$ cat src/rtl/por_pkg.sv
package por_pkg;
  typedef enum logic [1:0] {
    ST_DOWN  = 2'd0,
    ST_DELAY = 2'd1,
    ST_RUN   = 2'd2
  } por_state_e;

  function automatic int unsigned cnt_w(input int unsigned n);
    return (n < 2) ? 1 : $clog2(n);
  endfunction
endpackage

$ cat src/rtl/por_sync.sv
module por_sync #(
  parameter int unsigned STAGES = 2
) (
  input  logic clk,
  input  logic rst,
  input  logic d,
  output logic q
);
  logic [STAGES-1:0] chain;

  genvar g;
  generate
    for (g = 0; g < STAGES; g++) begin : g_stage
      if (g == 0) begin : g_first
        always_ff @(posedge clk) begin
          if (rst) chain[0] <= 1'b0;
          else     chain[0] <= d;
        end
      end else begin : g_next
        always_ff @(posedge clk) begin
          if (rst) chain[g] <= 1'b0;
          else     chain[g] <= chain[g-1];
        end
      end
    end
  endgenerate

  assign q = chain[STAGES-1];
endmodule

$ cat src/rtl/por_drop_filter.sv
module por_drop_filter #(
  parameter int unsigned FILT_CYC = 4
) (
  input  logic clk,
  input  logic rst,
  input  logic ok_sync,
  output logic good
);
  localparam int unsigned CW = por_pkg::cnt_w(FILT_CYC);
  localparam logic [CW-1:0] LAST = CW'(FILT_CYC - 1);

  logic [CW-1:0] low_cnt;

  always_ff @(posedge clk) begin
    if (rst) begin
      good    <= 1'b0;
      low_cnt <= '0;
    end else if (ok_sync) begin
      good    <= 1'b1;
      low_cnt <= '0;
    end else if (good) begin
      if (low_cnt == LAST) begin
        good    <= 1'b0;
        low_cnt <= '0;
      end else begin
        low_cnt <= low_cnt + 1'b1;
      end
    end else begin
      low_cnt <= '0;
    end
  end

  // The low-run counter never reaches the filter length.
  assert_lowcnt_bound_R5: assert property (@(posedge clk) disable iff (rst)
    low_cnt <= LAST);

  // A good synchronized sample always leaves the filter good.
  assert_recover_R6: assert property (@(posedge clk) disable iff (rst)
    ok_sync |=> good);
endmodule

$ cat src/rtl/por_delay_ctrl.sv
module por_delay_ctrl
  import por_pkg::*;
#(
  parameter int unsigned TWD_CYC = 1000
) (
  input  logic clk,
  input  logic rst,
  input  logic good,
  output logic sys_rst_n,
  output logic por_done,
  output logic wd_abort
);
  localparam int unsigned CW = cnt_w(TWD_CYC);
  localparam logic [CW-1:0] LAST = CW'(TWD_CYC - 1);

  por_state_e    state_q, state_d;
  logic [CW-1:0] cnt_q, cnt_d;

  always_comb begin
    state_d = state_q;
    cnt_d   = cnt_q;
    if (!good) begin
      state_d = ST_DOWN;
      cnt_d   = '0;
    end else begin
      unique case (state_q)
        ST_DOWN: begin
          state_d = ST_DELAY;
          cnt_d   = '0;
        end
        ST_DELAY: begin
          if (cnt_q == LAST) begin
            state_d = ST_RUN;
            cnt_d   = '0;
          end else begin
            cnt_d = cnt_q + 1'b1;
          end
        end
        ST_RUN:  state_d = ST_RUN;
        default: state_d = ST_DOWN;
      endcase
    end
  end

  always_ff @(posedge clk) begin
    if (rst) begin
      state_q   <= ST_DOWN;
      cnt_q     <= '0;
      sys_rst_n <= 1'b0;
      wd_abort  <= 1'b1;
      por_done  <= 1'b0;
    end else begin
      state_q   <= state_d;
      cnt_q     <= cnt_d;
      sys_rst_n <= (state_d == ST_RUN);
      wd_abort  <= (state_d != ST_RUN);
      por_done  <= (state_d == ST_RUN) && (state_q != ST_RUN);
    end
  end

  assert_cnt_bound_R3: assert property (@(posedge clk) disable iff (rst)
    cnt_q <= LAST);

  assert_drop_forces_reset_R4: assert property (@(posedge clk) disable iff (rst)
    !good |=> (!sys_rst_n && wd_abort));

  assert_done_single_R7: assert property (@(posedge clk) disable iff (rst)
    por_done |=> !por_done);

  assert_done_on_release_R7: assert property (@(posedge clk) disable iff (rst)
    por_done |-> (sys_rst_n && !$past(sys_rst_n)));

  assert_abort_inverse_R8: assert property (@(posedge clk) disable iff (rst)
    wd_abort == !sys_rst_n);
endmodule

$ cat src/rtl/por_sequencer.sv
module por_sequencer #(
  parameter int unsigned SYNC_STAGES = 2,
  parameter int unsigned FILT_CYC    = 4,
  parameter int unsigned TWD_CYC     = 1000
) (
  input  logic clk,
  input  logic rst,
  input  logic supply_ok,
  output logic sys_rst_n,
  output logic por_done,
  output logic wd_abort
);
  logic ok_sync;
  logic good;

  por_sync #(.STAGES(SYNC_STAGES)) u_sync (
    .clk (clk),
    .rst (rst),
    .d   (supply_ok),
    .q   (ok_sync)
  );

  por_drop_filter #(.FILT_CYC(FILT_CYC)) u_filt (
    .clk     (clk),
    .rst     (rst),
    .ok_sync (ok_sync),
    .good    (good)
  );

  por_delay_ctrl #(.TWD_CYC(TWD_CYC)) u_delay (
    .clk       (clk),
    .rst       (rst),
    .good      (good),
    .sys_rst_n (sys_rst_n),
    .por_done  (por_done),
    .wd_abort  (wd_abort)
  );

  // Power-up state while reset is held.
  assert_reset_state_R1: assert property (@(posedge clk)
    $past(rst) |-> (!sys_rst_n && !por_done && wd_abort));
endmodule

$ cat config.mk
export PLATFORM = sky130hd
export DESIGN_NAME = por_sequencer
export DESIGN_NICKNAME = d
export VERILOG_FILES = /design/src/rtl/por_pkg.sv /design/src/rtl/por_sync.sv /design/src/rtl/por_drop_filter.sv /design/src/rtl/por_delay_ctrl.sv /design/src/rtl/por_sequencer.sv
export SDC_FILE = /design/constraint.sdc
export NUM_CORES = 1
export LEC_CHECK = 0
export BUFFER_PORTS_ARGS = -buffer_cell sky130_fd_sc_hd__buf_2
export CORE_AREA = 5 5 49 51
export CTS_CLUSTER_DIAMETER = 40
export DETAILED_ROUTE_END_ITERATION = 8
export DIE_AREA = 0 0 54 56
export PLACE_DENSITY = 0.66
export SYNTH_ARGS = -nofsm -noshare
export SYNTH_HDL_FRONTEND = slang
export SYNTH_SLANG_ARGS = --single-unit
$ cat constraint.sdc
create_clock -name clk -period 1.55 [get_ports clk]
set_input_delay 0.2325 -clock clk [delete_from_list [all_inputs] [get_ports clk]]
set_output_delay 0.2325 -clock clk [all_outputs]
set_load 0.005 [all_outputs]
==> run summary, run 1 <==
The flow ran to the end, and the final reports show no timing, DRC or antenna violations. The pre-antenna-repair detailed-routing pass consisted of 4 iterations. The run gives 0 as the count of final max-slew check failures. The clock passes through at most 2 buffers. The run gives 46.4% as the effective utilization at floorplan. In the final routed layout, each cell accounts on average for 12.1 um. Number of sinks handled by clock tree synthesis: 20. In this run the cell area of the synthesized design comes to 882 um^2. For the final-layout setup total negative slack, the log shows 0 ps. Number of port buffers: 5. Summing the areas of all compound-gate instances in the mapped netlist gives 17.9% of the synthesized area. The clock network is responsible for 43.2% of the overall power. In this run, synthesis produced a sequential element count of 20.

The run gives 0 as the remaining number of nets flagged by the antenna check after routing. After synthesis, the share of cell area in mux cells is 0%. 0 antenna diodes ended up in the layout. The count of yosys warnings during synthesis is 0.

The core region is 1900 um^2. Synthesis instantiated 36 different standard cells from the library. For the worst setup path, the data arrival time is 1690 ps. Of the available clock period, the critical path in the final layout requires 94.5%. On the worst path, the slowest cell contributes a delay of 370 ps. The logs give 0 for the final count of hold timing violations and 0 for the final-report setup violation count. By area, the combinational part of the netlist is dominated by simple AND/OR/NAND/NOR gates. From bottom edge to top edge, the die measures 56 um. The floorplan row count was 16. The analysis attributes to net switching a power of 0.000173 W. Of the synthesized area, sequential elements account for 45.4%. The critical path's slowest cell was sky130_fd_sc_hd__dfxtp_2.

TritonCTS built the clock tree. Clock latency on the worst-skew pair, taken at its later pin, is 300 ps. Across the run, the number of max-cap violations was 0. Internal power comes to 0.000792 W. Synthesized area divided by synthesized cell count: 8.91 um^2. The worst min-delay path category is in2reg. The sum of net half-perimeters after detailed placement came out at 1.22 mm. In this run the worst path has a maximum fanout of 4.

The tools report the number of global-route vias before repair as 645. Timing would allow up to 0.683 GHz. The number of design rule violations left after detail routing is 0, and the buffers plus inverters on the worst setup path is 1.

The placement-stage cell area was 997 um^2; the share of final-layout standard cells stronger than drive strength 1 was 26.3%. Summed over all instances, the cell type with the most area after synthesis is sky130_fd_sc_hd__dfxtp_1. After Yosys synthesis, and, or, nand and nor cells account for 30.1% of the synthesized area. Traced cell by cell, the critical path runs through ha_1, buf_4, and3_4, nand3_1, or3_1, a31oi_1.

Clock-pin slew was measured on the worst setup and hold paths at 110 ps. The first global-routing pass estimated 2.83 mm of wire. The required time at the endpoint of the critical path is 1780 ps, and the net switching fraction of the power is 18.0%. For this run the aggregate overflow at the end of global routing stands at 0.

Setup repair after global routing left no endpoint under its margin. The congestion estimate from routability-driven global placement came to 0.843. Entering global routing, the biggest net connects 14 pins. The synthesis-to-finish area growth is 21.3%.

The run gives 1.79 ps as the largest clock skew in the final design. In the routed layout, each cell is associated on average with a via count of 5.58. For this design the static power due to leakage is 0.397 nW. By startpoint and endpoint, the worst setup path is classified as reg2reg. In this run, the number of DRC markers left after iteration 0 of detailed routing was 12.

Across all layers, the routed design uses 787 vias. The cell family contributing the most delay on the critical path is simple AND/OR/NAND/NOR gates. The xor/xnor cell area share of the yosys netlist is 0%, and the I/O pin total is 6. Wires add up to 1.70 mm. The number of nets handed over by synthesis was 104.

The layout has 177 filler cells. The die is 54 um wide. The final layout contains 120 nets.

The finished cells cover 1070 um^2. Prevailing post-synth register cell: sky130_fd_sc_hd__dfxtp_1. The worst path needs 1460 ps of the cycle, external delays included. Post-CTS timing repair inserted 0 buffers for setup. The run gives 54.1% as the sequential share of power. The logs give 99 for the number of standard cells after synthesis and 3 for the total CTS buffers. For the pin with the worst max-slew slack, the measured transition is 525 ps.

Headroom to the max-slew limit came out at 65.0%. STA classifies the critical path startpoint as a flop. Ranked by total cell area, the synthesized netlist is headed by sky130_fd_sc_hd__dfxtp_1, sky130_fd_sc_hd__nor2b_1, sky130_fd_sc_hd__a21oi_1, sky130_fd_sc_hd__nand3_1, sky130_fd_sc_hd__nor2_1. VDD sags by at most 0.554 mV. After synthesis, the largest area contributor takes up 45.4% of total cell area. For the area enclosed by the die boundary, the log shows 3020 um^2. The share of flip-flops with an asynchronous set or reset after synthesis works out to 0%. The cell sitting at the root of the clock tree is a sky130_fd_sc_hd__clkbuf_4. The fraction of the mapped netlist area in adder cells came out at 2.84%.

The number of enable flip-flop cells after synthesis is 0, and the combinational fraction of design power is 2.7%. The number of antenna violations at the first check in global routing is 0. The cell area power density came out at 902 nW/um^2. The worst setup path is captured at a flop.

The total number of H-tree levels was 1; the overall global routing resource usage was 12.3%.
## flip-flops by register name (all words and copies together) (netlist names)
register           count
u_delay.cnt_q         10
u_delay.state_q        2
u_filt.low_cnt         2
u_delay.por_done       1
u_delay.sys_rst_n      1
u_delay.wd_abort       1
u_filt.good            1
u_sync.chain           1
u_sync.q               1
## synth_stat cells (2+ instances only)
master and count:
sky130_fd_sc_hd__nand3_1 6, sky130_fd_sc_hd__nor3_1 5, sky130_fd_sc_hd__o21ai_0 3, sky130_fd_sc_hd__clkbuf_1 3, sky130_fd_sc_hd__a21oi_1 6, sky130_fd_sc_hd__ha_1 2, sky130_fd_sc_hd__o211ai_1 2, sky130_fd_sc_hd__or3_1 2
sky130_fd_sc_hd__a21o_1 2, sky130_fd_sc_hd__nand2_1 5, sky130_fd_sc_hd__nand4_1 2, sky130_fd_sc_hd__a31oi_1 4, sky130_fd_sc_hd__o21a_1 2, sky130_fd_sc_hd__inv_1 2, sky130_fd_sc_hd__nor2b_1 5, sky130_fd_sc_hd__nor2_1 8
sky130_fd_sc_hd__nand2b_1 2, sky130_fd_sc_hd__dfxtp_1 20
## stage by stage
step                setup slack [ps]  total power [W]  instances  hold slack, ps  utilization, %
finish                          85.8         0.000965        141             126            56.3
global route                    3.52          0.00101        141             111            56.3
CTS                             33.6         0.000980        141             115            55.5
detailed placement             -53.0         0.000560        137             427            52.4
global placement                13.7         0.000559        137             417            52.4
floorplan                       40.3         0.000550         99             304               -
## cell families after synthesis
group	count (synthesis)
buffers and inverters	7
flip-flops	20
adder cells (fa/ha/maj)	2
AND/OR/NAND/NOR	46
AO/OA/AOI/OAI	24
## final timing paths
check	endpoint	start	slack, ps	depth (start not counted)
worst max register to register	u_delay.cnt_q[8]	u_delay.cnt_q[0]	90	6
worst min-delay path	u_sync.q	rst	130	2
worst min register to register	u_filt.low_cnt[0]	u_filt.low_cnt[0]	440	1
worst max-delay path	u_delay.cnt_q[8]	u_delay.cnt_q[0]	90	6
## repair_timing
action / CTS / global route
gates resized for setup: 1 / 4
hold buffers: 0 / 0
cloned: 0 / 0
setup endpoints to repair: 5 / 5
pin swaps: 0 / 1
## power by group through the flow
stage	registers, W	logic (W)	clock network [W]
after floorplan	0.000534	0.0000160	0
after global placement	0.000534	0.0000249	0
after detailed placement	0.000534	0.0000256	0
after CTS	0.000522	0.0000255	0.000432
after global routing	0.000524	0.0000286	0.000461
final	0.000522	0.0000256	0.000417
## placed cells by master, fill, tap and decap left out, drive strengths merged, types with 2 or more instances in the layout
| cell type | instances |
|---|---|
| a21o | 2 |
| a21oi | 6 |
| a31oi | 4 |
| and3 | 2 |
| buf | 16 |
| clkbuf | 3 |
| dfxtp | 20 |
| ha | 2 |
| inv | 2 |
| nand2 | 5 |
| nand2b | 2 |
| nand3 | 6 |
| nand4 | 3 |
| nor2 | 9 |
| nor2b | 5 |
| nor3 | 5 |
| o211ai | 2 |
| o21a | 2 |
| o21ai | 3 |
| or3 | 2 |
## layout make-up
type	count	area (um^2)	area share, %
well taps	27	33.8	3.16
clock buffers	3	22.5	2.11
multi-input cells	72	465	43.5
repair buffers	16	108	10.1
inverters	2	7.51	0.702
flip-flops and latches	20	403	37.7
clock inverters	1	30.0	2.81
## per-layer routing
layer  share of wire, %  track usage, %  wire (um)
met2                 46            17.6        775
met5                  0               0          0
met3                2.9            3.22         49
met4                1.4            6.41         24
met1                 50            16.5        853
No activity file was read; power rests on OpenSTA's default activity.
==> run 2: changes to the inputs <==
CTS_CLUSTER_DIAMETER = 80   (was 40)
GPL_TIMING_DRIVEN = 0   (was unset)
==> run 2 against run 1 <==
Sequential share of layout area up 0.29 points; register-to-register slack worse by 60 ps; sequential cell count unchanged; sequential power about the same; non-clock buffer count down 1; core utilization up 0.26 points; total power up 0.29%; largest power group unchanged.
==> run summary, run 2 (same netlist as run 1, synthesis figures left out) <==
The flow ran to the end, and the final reports show no timing, DRC or antenna violations. The floorplan row count was 16 (unchanged). The endpoint class of the critical path is a flop (unchanged).

The later-pin clock latency in the skew report is 300 ps (about the same). The register name with the most flops is u_delay.cnt_q (unchanged). The tools report the multi-input gate area in the final layout as 483 um^2 (was 465 um^2). The logs give 0.658 GHz (was 0.683 GHz) for the achievable frequency and 0 (unchanged) for the final-report setup violation count. The clock slew seen by the registers of the worst setup and hold paths is 110 ps (about the same), and the number of sinks handled by clock tree synthesis is 20 (unchanged). The vias after detailed routing came out at 784 (was 787). Setup repair after global routing could not meet its margin everywhere. The number of port buffers was 5 (unchanged). Registers with the highest flip-flop counts: u_delay.cnt_q x10, u_delay.state_q x2, u_filt.low_cnt x2 (unchanged). The maximum vdd ir drop came out at 0.700 mV (was 0.554 mV).

The largest clock skew in the final design is 2.18 ps (was 1.79 ps), and the share of final-layout standard cells stronger than drive strength 1 is 26.5% (was 26.3%). The root buffer cell was sky130_fd_sc_hd__clkbuf_4 (unchanged). The max-cap check violation count came out at 0 (unchanged). For the global-route wire length before repair, the log shows 3.01 mm (was 2.83 mm). Final global-route overflow total: 0 (unchanged). The logs give 1.20 mm (was 1.22 mm) for the sum of net half-perimeters after detailed placement and 1.93 mm (was 1.70 mm) for the wire length reported by the detailed router. The final count of hold timing violations is 0 (unchanged), and the remaining number of nets flagged by the antenna check after routing is 0 (unchanged). The run gives 0 (unchanged) as the count of hold-fix buffers inserted at cts. The largest net degree at the start of global routing is 13 (was 14), and the die outline height is 56 um (unchanged). The global placer's final weighted congestion is 0.777 (was 0.843). The tools report the startpoint kind of the worst setup timing path as a flop (unchanged). The minimum clock period works out to 1520 ps (was 1460 ps).

The tools report the number of antenna violations at the first check in global routing as 0 (unchanged). The most common cell after layout, fill and taps aside was sky130_fd_sc_hd__dfxtp_1 (unchanged). The total CTS buffers was 3 (unchanged); the sequential cell area was 408 um^2 (was 403 um^2).

Iteration count of the initial detailed-routing pass: 4 (unchanged). Final-layout worst hold slack: 128 ps (was 126 ps). The total number of H-tree levels was 1 (unchanged). The count of final max-slew check failures was 0 (unchanged); the floorplan core area was 1900 um^2 (unchanged). The initial detailed-routing violation count came out at 20 (was 12). The required time at the endpoint of the critical path was 1730 ps (was 1780 ps).

The number of global-route vias before repair was 701 (was 645); the number of nets in the final layout was 119 (was 120). The die outline width was 54 um (unchanged); the utilization after layout was 56.5% (was 56.3%). The effective utilization at floorplan is 46.4% (unchanged).

TritonCTS built the clock tree. The number of inserted filler cells in the final layout is 182 (was 177). The cell area power density is 901 nW/um^2 (was 902 nW/um^2), and the I/O pin total is 6 (unchanged). The standby leakage power was 0.377 nW (was 0.397 nW); the largest fanout on the critical path was 5 (was 4). The final cycle utilization of the critical path is 98.1% (was 94.5%), and the antenna cell count is 0 (unchanged). The per-cell routed wire length was 13.8 um (was 12.1 um); the number of design rule violations left after detail routing was 0 (unchanged). The measured slew at the worst slew-check pin was 522 ps (was 525 ps); the area enclosed by the die boundary was 3020 um^2 (unchanged).

Worst min-delay path category: in2reg (unchanged). Number of buffers between clock root and the deepest sink: 2 (unchanged). The type of the setup path with the least slack was reg2reg (unchanged).

The ratio of routed vias to standard cells was 5.60 (was 5.58); the overall global routing resource usage was 13.0% (was 12.3%). The final-layout setup total negative slack is 0 ps (unchanged). Commonest cells after routing, fill and taps aside: sky130_fd_sc_hd__dfxtp_1, sky130_fd_sc_hd__nor2_1, sky130_fd_sc_hd__a21oi_1, sky130_fd_sc_hd__nand3_1, sky130_fd_sc_hd__buf_2 (was sky130_fd_sc_hd__dfxtp_1, sky130_fd_sc_hd__buf_4, sky130_fd_sc_hd__nor2_1, sky130_fd_sc_hd__a21oi_1, sky130_fd_sc_hd__nand3_1).

The synthesis-to-finish area growth is 21.8% (was 21.3%), and the number of flip-flops in the largest register is 10 (unchanged). The arrival time at the worst endpoint came out at 1700 ps (was 1690 ps). The run gives 65.2% (was 65.0%) as the worst-case headroom to the max-slew limit.
==> run 2: changes by cell type in the layout (fill, tap and decap cells not counted), moves of 2 or more <==
cell | previous run | this run
sky130_fd_sc_hd__buf_4 | 11 | 5
sky130_fd_sc_hd__clkbuf_1 | 0 | 2
sky130_fd_sc_hd__dfxtp_1 | 18 | 16
sky130_fd_sc_hd__nor3_1 | 5 | 3
sky130_fd_sc_hd__nor3_2 | 0 | 2
==> run 2: critical path, stage by stage, from the launching register on <==
cell and delay (ps):
sky130_fd_sc_hd__dfxtp_4 390, sky130_fd_sc_hd__ha_4 150, sky130_fd_sc_hd__nand4b_1 110, sky130_fd_sc_hd__or3_4 390, sky130_fd_sc_hd__buf_6 140, sky130_fd_sc_hd__a32oi_2 160
sky130_fd_sc_hd__nor2_1 60
==> run 2: final cells by class <==
| cell class | instances | area share, % |
|---|---|---|
| multi-input combinational | 72 | 44.9 |
| clock buffer | 3 | 2.10 |
| timing repair buffer | 11 | 6.29 |
| inverter | 2 | 0.698 |
| sequential | 20 | 38.0 |
| clock inverter | 1 | 2.79 |
| buffer | 4 | 2.10 |
| tap | 27 | 3.14 |
==> run 2: repair_timing <==
action                     4_1_cts  5_1_grt
gates cloned                     0        1
pin swaps                        1        3
buffers inserted                 2        3
gates resized for setup          4        7
setup endpoints to repair       10        7
==> run 2: power by group <==
| group | internal [W] | switching [W] | leakage, nW |
|---|---|---|---|
| sequential | 0.000518 | 0.00000335 | 0.164 |
| combinational | 0.00000974 | 0.0000150 | 0.185 |
| clock | 0.000261 | 0.000161 | 0.0279 |
==> run 2: final timing paths <==
| kind | slack, ps | end | startpoint | depth (start not counted) |
|---|---|---|---|---|
| min reg2reg | 450 | u_sync.q | u_sync.chain[0] | 1 |
| max reg2reg | 30 | u_delay.cnt_q[1] | u_delay.cnt_q[1] | 6 |
| min | 130 | u_sync.q | rst | 2 |
| max | 30 | u_delay.cnt_q[1] | u_delay.cnt_q[1] | 6 |
==> run 2: metal layers <==
layer / part of all wire (%) / global-route usage, % / wire, um
met5: 0 / 0 / 0
met4: 1.2 / 3.56 / 24
met3: 4.8 / 4.02 / 93
met2: 49 / 19.2 / 942
met1: 45 / 17.9 / 869
==> run 2: per-stage QoR <==
stage                     cell area, um^2  total power, W  worst slack (ps)  std cells
final                                1070        0.000968              29.3        140
after global routing                 1070         0.00100             -30.7        140
after CTS                            1020        0.000976              16.0        137
after detailed placement              941        0.000558             -97.9        131
after global placement                941        0.000558             -81.4        131
after floorplan                       882        0.000550              40.3         99
==> run 3: changes to the inputs <==
CORE_AREA = 5 5 47 49   (was 5 5 49 51)
DIE_AREA = 0 0 52 54   (was 0 0 54 56)
PLACE_DENSITY = 0.67   (was 0.66)
SYNTH_HIERARCHICAL = 1   (was unset)
==> run 3 against run 2 <==
Synthesized cell count down 19%; clock power shrank 31%; synthesized area is 7.1% lower; sequential cell count unchanged; combinational power is 21% lower.
==> run summary, run 3 <==
End of the worst register-to-register path: u_delay/cnt_q[6] (was u_delay.cnt_q[1]). The tools report the worst-case headroom to the max-slew limit as 79.4% (was 65.2%). The tools report the end point of the critical path as u_delay/cnt_q[6] (was u_delay.cnt_q[1]). The number of port buffers works out to 5 (unchanged). The die outline height came out at 54 um (was 56 um). The setup slack of the most critical reg-to-reg path came out at 90 ps (was 30 ps). The startpoint kind of the worst setup timing path was a flop (unchanged). The per-cell routed wire length works out to 10.7 um (was 13.8 um). The largest fanout on the critical path works out to 4 (was 5). The post-synthesis instance area came out at 820 um^2 (was 882 um^2). The tools report the count of buffers added by post-CTS timing repair for setup as 0 (was 2).

Cell type with the largest total area after synthesis: sky130_fd_sc_hd__dfxtp_1 (unchanged). Global-route wire length before repair: 2.08 mm (was 3.01 mm). The measured slew at the worst slew-check pin was 308 ps (was 522 ps). The run gives 0 (unchanged) as the number of design rule violations left after detail routing. Sum of net half-perimeters after detailed placement: 856 um (was 1.20 mm). The iteration count of the initial detailed-routing pass was 4 (unchanged). Prevailing post-synth register cell: sky130_fd_sc_hd__dfxtp_1 (unchanged).

The reg-to-reg critical path startpoint is u_delay/cnt_q[0] (was u_delay.cnt_q[1]). The root buffer cell is sky130_fd_sc_hd__clkbuf_4 (unchanged). Commonest cells after routing, fill and taps aside: sky130_fd_sc_hd__dfxtp_1, sky130_fd_sc_hd__nor2_1, sky130_fd_sc_hd__buf_2, sky130_fd_sc_hd__nand2_1, sky130_fd_sc_hd__xnor2_1 (was sky130_fd_sc_hd__dfxtp_1, sky130_fd_sc_hd__nor2_1, sky130_fd_sc_hd__a21oi_1, sky130_fd_sc_hd__nand3_1, sky130_fd_sc_hd__buf_2). The overall global routing resource usage was 10.4% (was 13.0%); the number of flip-flops in the largest register was 10 (unchanged).

The run gives 0.647 mV (was 0.700 mV) as the maximum vdd ir drop. The minimum clock period came out at 1460 ps (was 1520 ps). The clock slew seen by the registers of the worst setup and hold paths is 110 ps (about the same), and the share of final-layout standard cells stronger than drive strength 1 is 21.1% (was 26.5%).

The run gives 0.684 GHz (was 0.658 GHz) as the achievable frequency. Setup repair after global routing could not meet its margin everywhere. The tools report the total number of H-tree levels as 1 (unchanged). The synthesized area divided by synthesized cell count is 10.2 um^2 (was 8.91 um^2), and the antenna cell count is 0 (unchanged). The tools report the synthesized netlist net count as 85 (was 104). The most common cell after layout, fill and taps aside is sky130_fd_sc_hd__dfxtp_1 (unchanged). The tools report the global placer's final weighted congestion as 0.781 (was 0.777). The max-cap check violation count is 0 (unchanged).

Start point of the critical path: u_delay/cnt_q[0] (was u_delay.cnt_q[1]). Register name with the most flops: u_delay/cnt_q (was u_delay.cnt_q). The ratio of routed vias to standard cells is 4.81 (was 5.60), and the cell area power density is 886 nW/um^2 (was 901 nW/um^2).

The run gives 2 (unchanged) as the number of buffers between clock root and the deepest sink. The floorplan core area was 1820 um^2 (was 1900 um^2). The count of hold-fix buffers inserted at cts came out at 0 (unchanged). The vias after detailed routing is 563 (was 784), and the top cell type's share of synthesized area is 48.9% (was 45.4%).

The tools report the number of standard cells after synthesis as 80 (was 99). The required time at the endpoint of the critical path was 1790 ps (was 1730 ps); the fraction of the yosys area taken by sequential cells was 48.9% (was 45.4%). The effective utilization at floorplan came out at 45.0% (was 46.4%). Ranking of synthesized cells by area: sky130_fd_sc_hd__dfxtp_1, sky130_fd_sc_hd__xnor2_1, sky130_fd_sc_hd__nor2_1, sky130_fd_sc_hd__xor2_1, sky130_fd_sc_hd__ha_1 (was sky130_fd_sc_hd__dfxtp_1, sky130_fd_sc_hd__nor2b_1, sky130_fd_sc_hd__a21oi_1, sky130_fd_sc_hd__nand3_1, sky130_fd_sc_hd__nor2_1). The share of flip-flops with an asynchronous set or reset after synthesis is 0% (unchanged). Most frequent cell after synthesis: sky130_fd_sc_hd__dfxtp_1 (unchanged). The number of inserted filler cells in the final layout was 170 (was 182); the later-pin clock latency in the skew report was 290 ps (was 300 ps). The worst reg2reg path depth works out to 5 (was 6). Registers with the highest flip-flop counts: u_delay/cnt_q x10, u_delay/state_q x2, u_filt/low_cnt x2 (was u_delay.cnt_q x10, u_delay.state_q x2, u_filt.low_cnt x2).

Utilization after layout: 51.7% (was 56.5%). The die outline width is 52 um (was 54 um). The run gives 0.357 nW (was 0.377 nW) as the standby leakage power. For the largest net degree at the start of global routing, the log shows 12 (was 13). The final count of hold timing violations was 0 (unchanged); the number of global-route vias before repair was 491 (was 701). The largest clock skew in the final design is 4.37 ps (was 2.18 ps). The synthesis-to-finish area growth works out to 15.0% (was 21.8%). Type of the setup path with the least slack: reg2reg (unchanged). The area enclosed by the die boundary is 2810 um^2 (was 3020 um^2), and the count of yosys warnings during synthesis is 6 (was 0). The final-layout setup total negative slack was 0 ps (unchanged); the initial detailed-routing violation count was 4 (was 20). For the count of final max-slew check failures, the log shows 0 (unchanged). The run gives 16 (unchanged) as the floorplan row count. The endpoint class of the critical path was a flop (unchanged). Most common library cells after synthesis: sky130_fd_sc_hd__dfxtp_1, sky130_fd_sc_hd__nor2_1, sky130_fd_sc_hd__nand2_1, sky130_fd_sc_hd__xnor2_1, sky130_fd_sc_hd__a21oi_1 (was sky130_fd_sc_hd__dfxtp_1, sky130_fd_sc_hd__nor2_1, sky130_fd_sc_hd__a21oi_1, sky130_fd_sc_hd__nand3_1). The final global-route overflow total is 0 (unchanged).

TritonCTS built the clock tree. The number of sinks handled by clock tree synthesis is 20 (unchanged), and the number of enable flip-flop cells after synthesis is 0 (unchanged). The worst min-delay path category was in2reg (unchanged). The total CTS buffers came out at 3 (unchanged). The tools report the number of nets in the final layout as 96 (was 119). The run finished with clean final reports. The number of different library cells in the post-synthesis netlist was 27 (was 36); the final cycle utilization of the critical path was 94.3% (was 98.1%). The arrival time at the worst endpoint was 1700 ps (about the same); the final-report setup violation count was 0 (unchanged).

The number of synthesized register bits came out at 20 (unchanged). The tools report the I/O pin total as 6 (unchanged). The wire length reported by the detailed router is 1.25 mm (was 1.93 mm), and the remaining number of nets flagged by the antenna check after routing is 0 (unchanged). The number of antenna violations at the first check in global routing was 0 (unchanged).
## run 3: cell count changes in the layout (fill, tap and decap cells not counted), moves of 3 or more
cell and change:
sky130_fd_sc_hd__nor2_1 +4, sky130_fd_sc_hd__o21ai_0 -3, sky130_fd_sc_hd__xnor2_1 +6, sky130_fd_sc_hd__nand3_1 -5, sky130_fd_sc_hd__buf_4 -5, sky130_fd_sc_hd__xor2_1 +3
sky130_fd_sc_hd__a31oi_1 -4
## run 3: kinds of logic (layout without fill, tap and decap cells)
kind of cell / Yosys count / in the layout / share of synthesized area (%)
AO/OA/AOI/OAI: 8 / 9 / 6.41
XOR/XNOR: 9 / 9 / 9.62
adder cells (fa/ha/maj): 2 / 2 / 3.05
buffers and inverters: 3 / 12 / 1.53
flip-flops: 20 / 20 / 48.9
AND/OR/NAND/NOR: 38 / 38 / 30.5
## run 3: layout make-up
cell class / instances / area [um^2] / area share [%]
well taps: 27 / 33.8 / 3.59
flip-flops and latches: 20 / 403 / 42.8
multi-input cells: 58 / 432 / 45.8
clock buffers: 4 / 36.3 / 3.85
plain buffers: 1 / 5.00 / 0.531
inverters: 2 / 7.51 / 0.797
repair buffers: 5 / 25.0 / 2.66
## run 3: stage by stage
step / setup WS (ps) / hold slack [ps] / total power (W) / cell area (um^2) / instances
floorplan: 182 / 302 / 0.000546 / 820 / 80
global placement: -21.7 / 414 / 0.000552 / 878 / 112
detailed placement: -25.8 / 425 / 0.000553 / 878 / 112
CTS: 47.7 / 129 / 0.000851 / 922 / 116
global route: -17.2 / 149 / 0.000881 / 942 / 117
finish: 87.6 / 143 / 0.000835 / 942 / 117
## run 3: worst min-delay path by stage
stage,to,depth (start not counted),startpoint,slack [ps]
floorplan,u_filt/good,1,rst,300
global placement,u_filt/low_cnt[0],1,u_filt/low_cnt[0],410
detailed placement,u_sync/q,1,u_sync/chain[0],430
CTS,u_sync/chain[0],2,supply_ok,130
global route,u_sync/chain[0],2,supply_ok,150
finish,u_sync/chain[0],2,supply_ok,140
## run 3: metal layers
layer	GRT usage (%)	wire, um	vias up
met3	4.99	66	2
met2	15.5	521	9
met1	12.8	652	257
met5	0	0	-
met4	3.93	13	0
li1	-	-	295
## run 3: what timing repair did
action | CTS | global route
gates cloned | 0 | 1
resized for setup | 1 | 3
endpoints found under the setup margin | 9 | 12
pin swaps | 0 | 2
## run 3: where the power goes
part / switching, W / internal [W] / leakage, nW
combinational: 0.0000103 / 0.00000928 / 0.173
sequential: 0.00000410 / 0.000519 / 0.163
clock: 0.000149 / 0.000143 / 0.0210
total: 0.000163 / 0.000672 / 0.357
## run 3: critical path, cell delays in order, from the launching register on
cell and delay, ps:
sky130_fd_sc_hd__dfxtp_2 360, sky130_fd_sc_hd__ha_1 230, sky130_fd_sc_hd__and4bb_1 230, sky130_fd_sc_hd__a31oi_2 320, sky130_fd_sc_hd__o21bai_2 150, sky130_fd_sc_hd__nor2_1 120
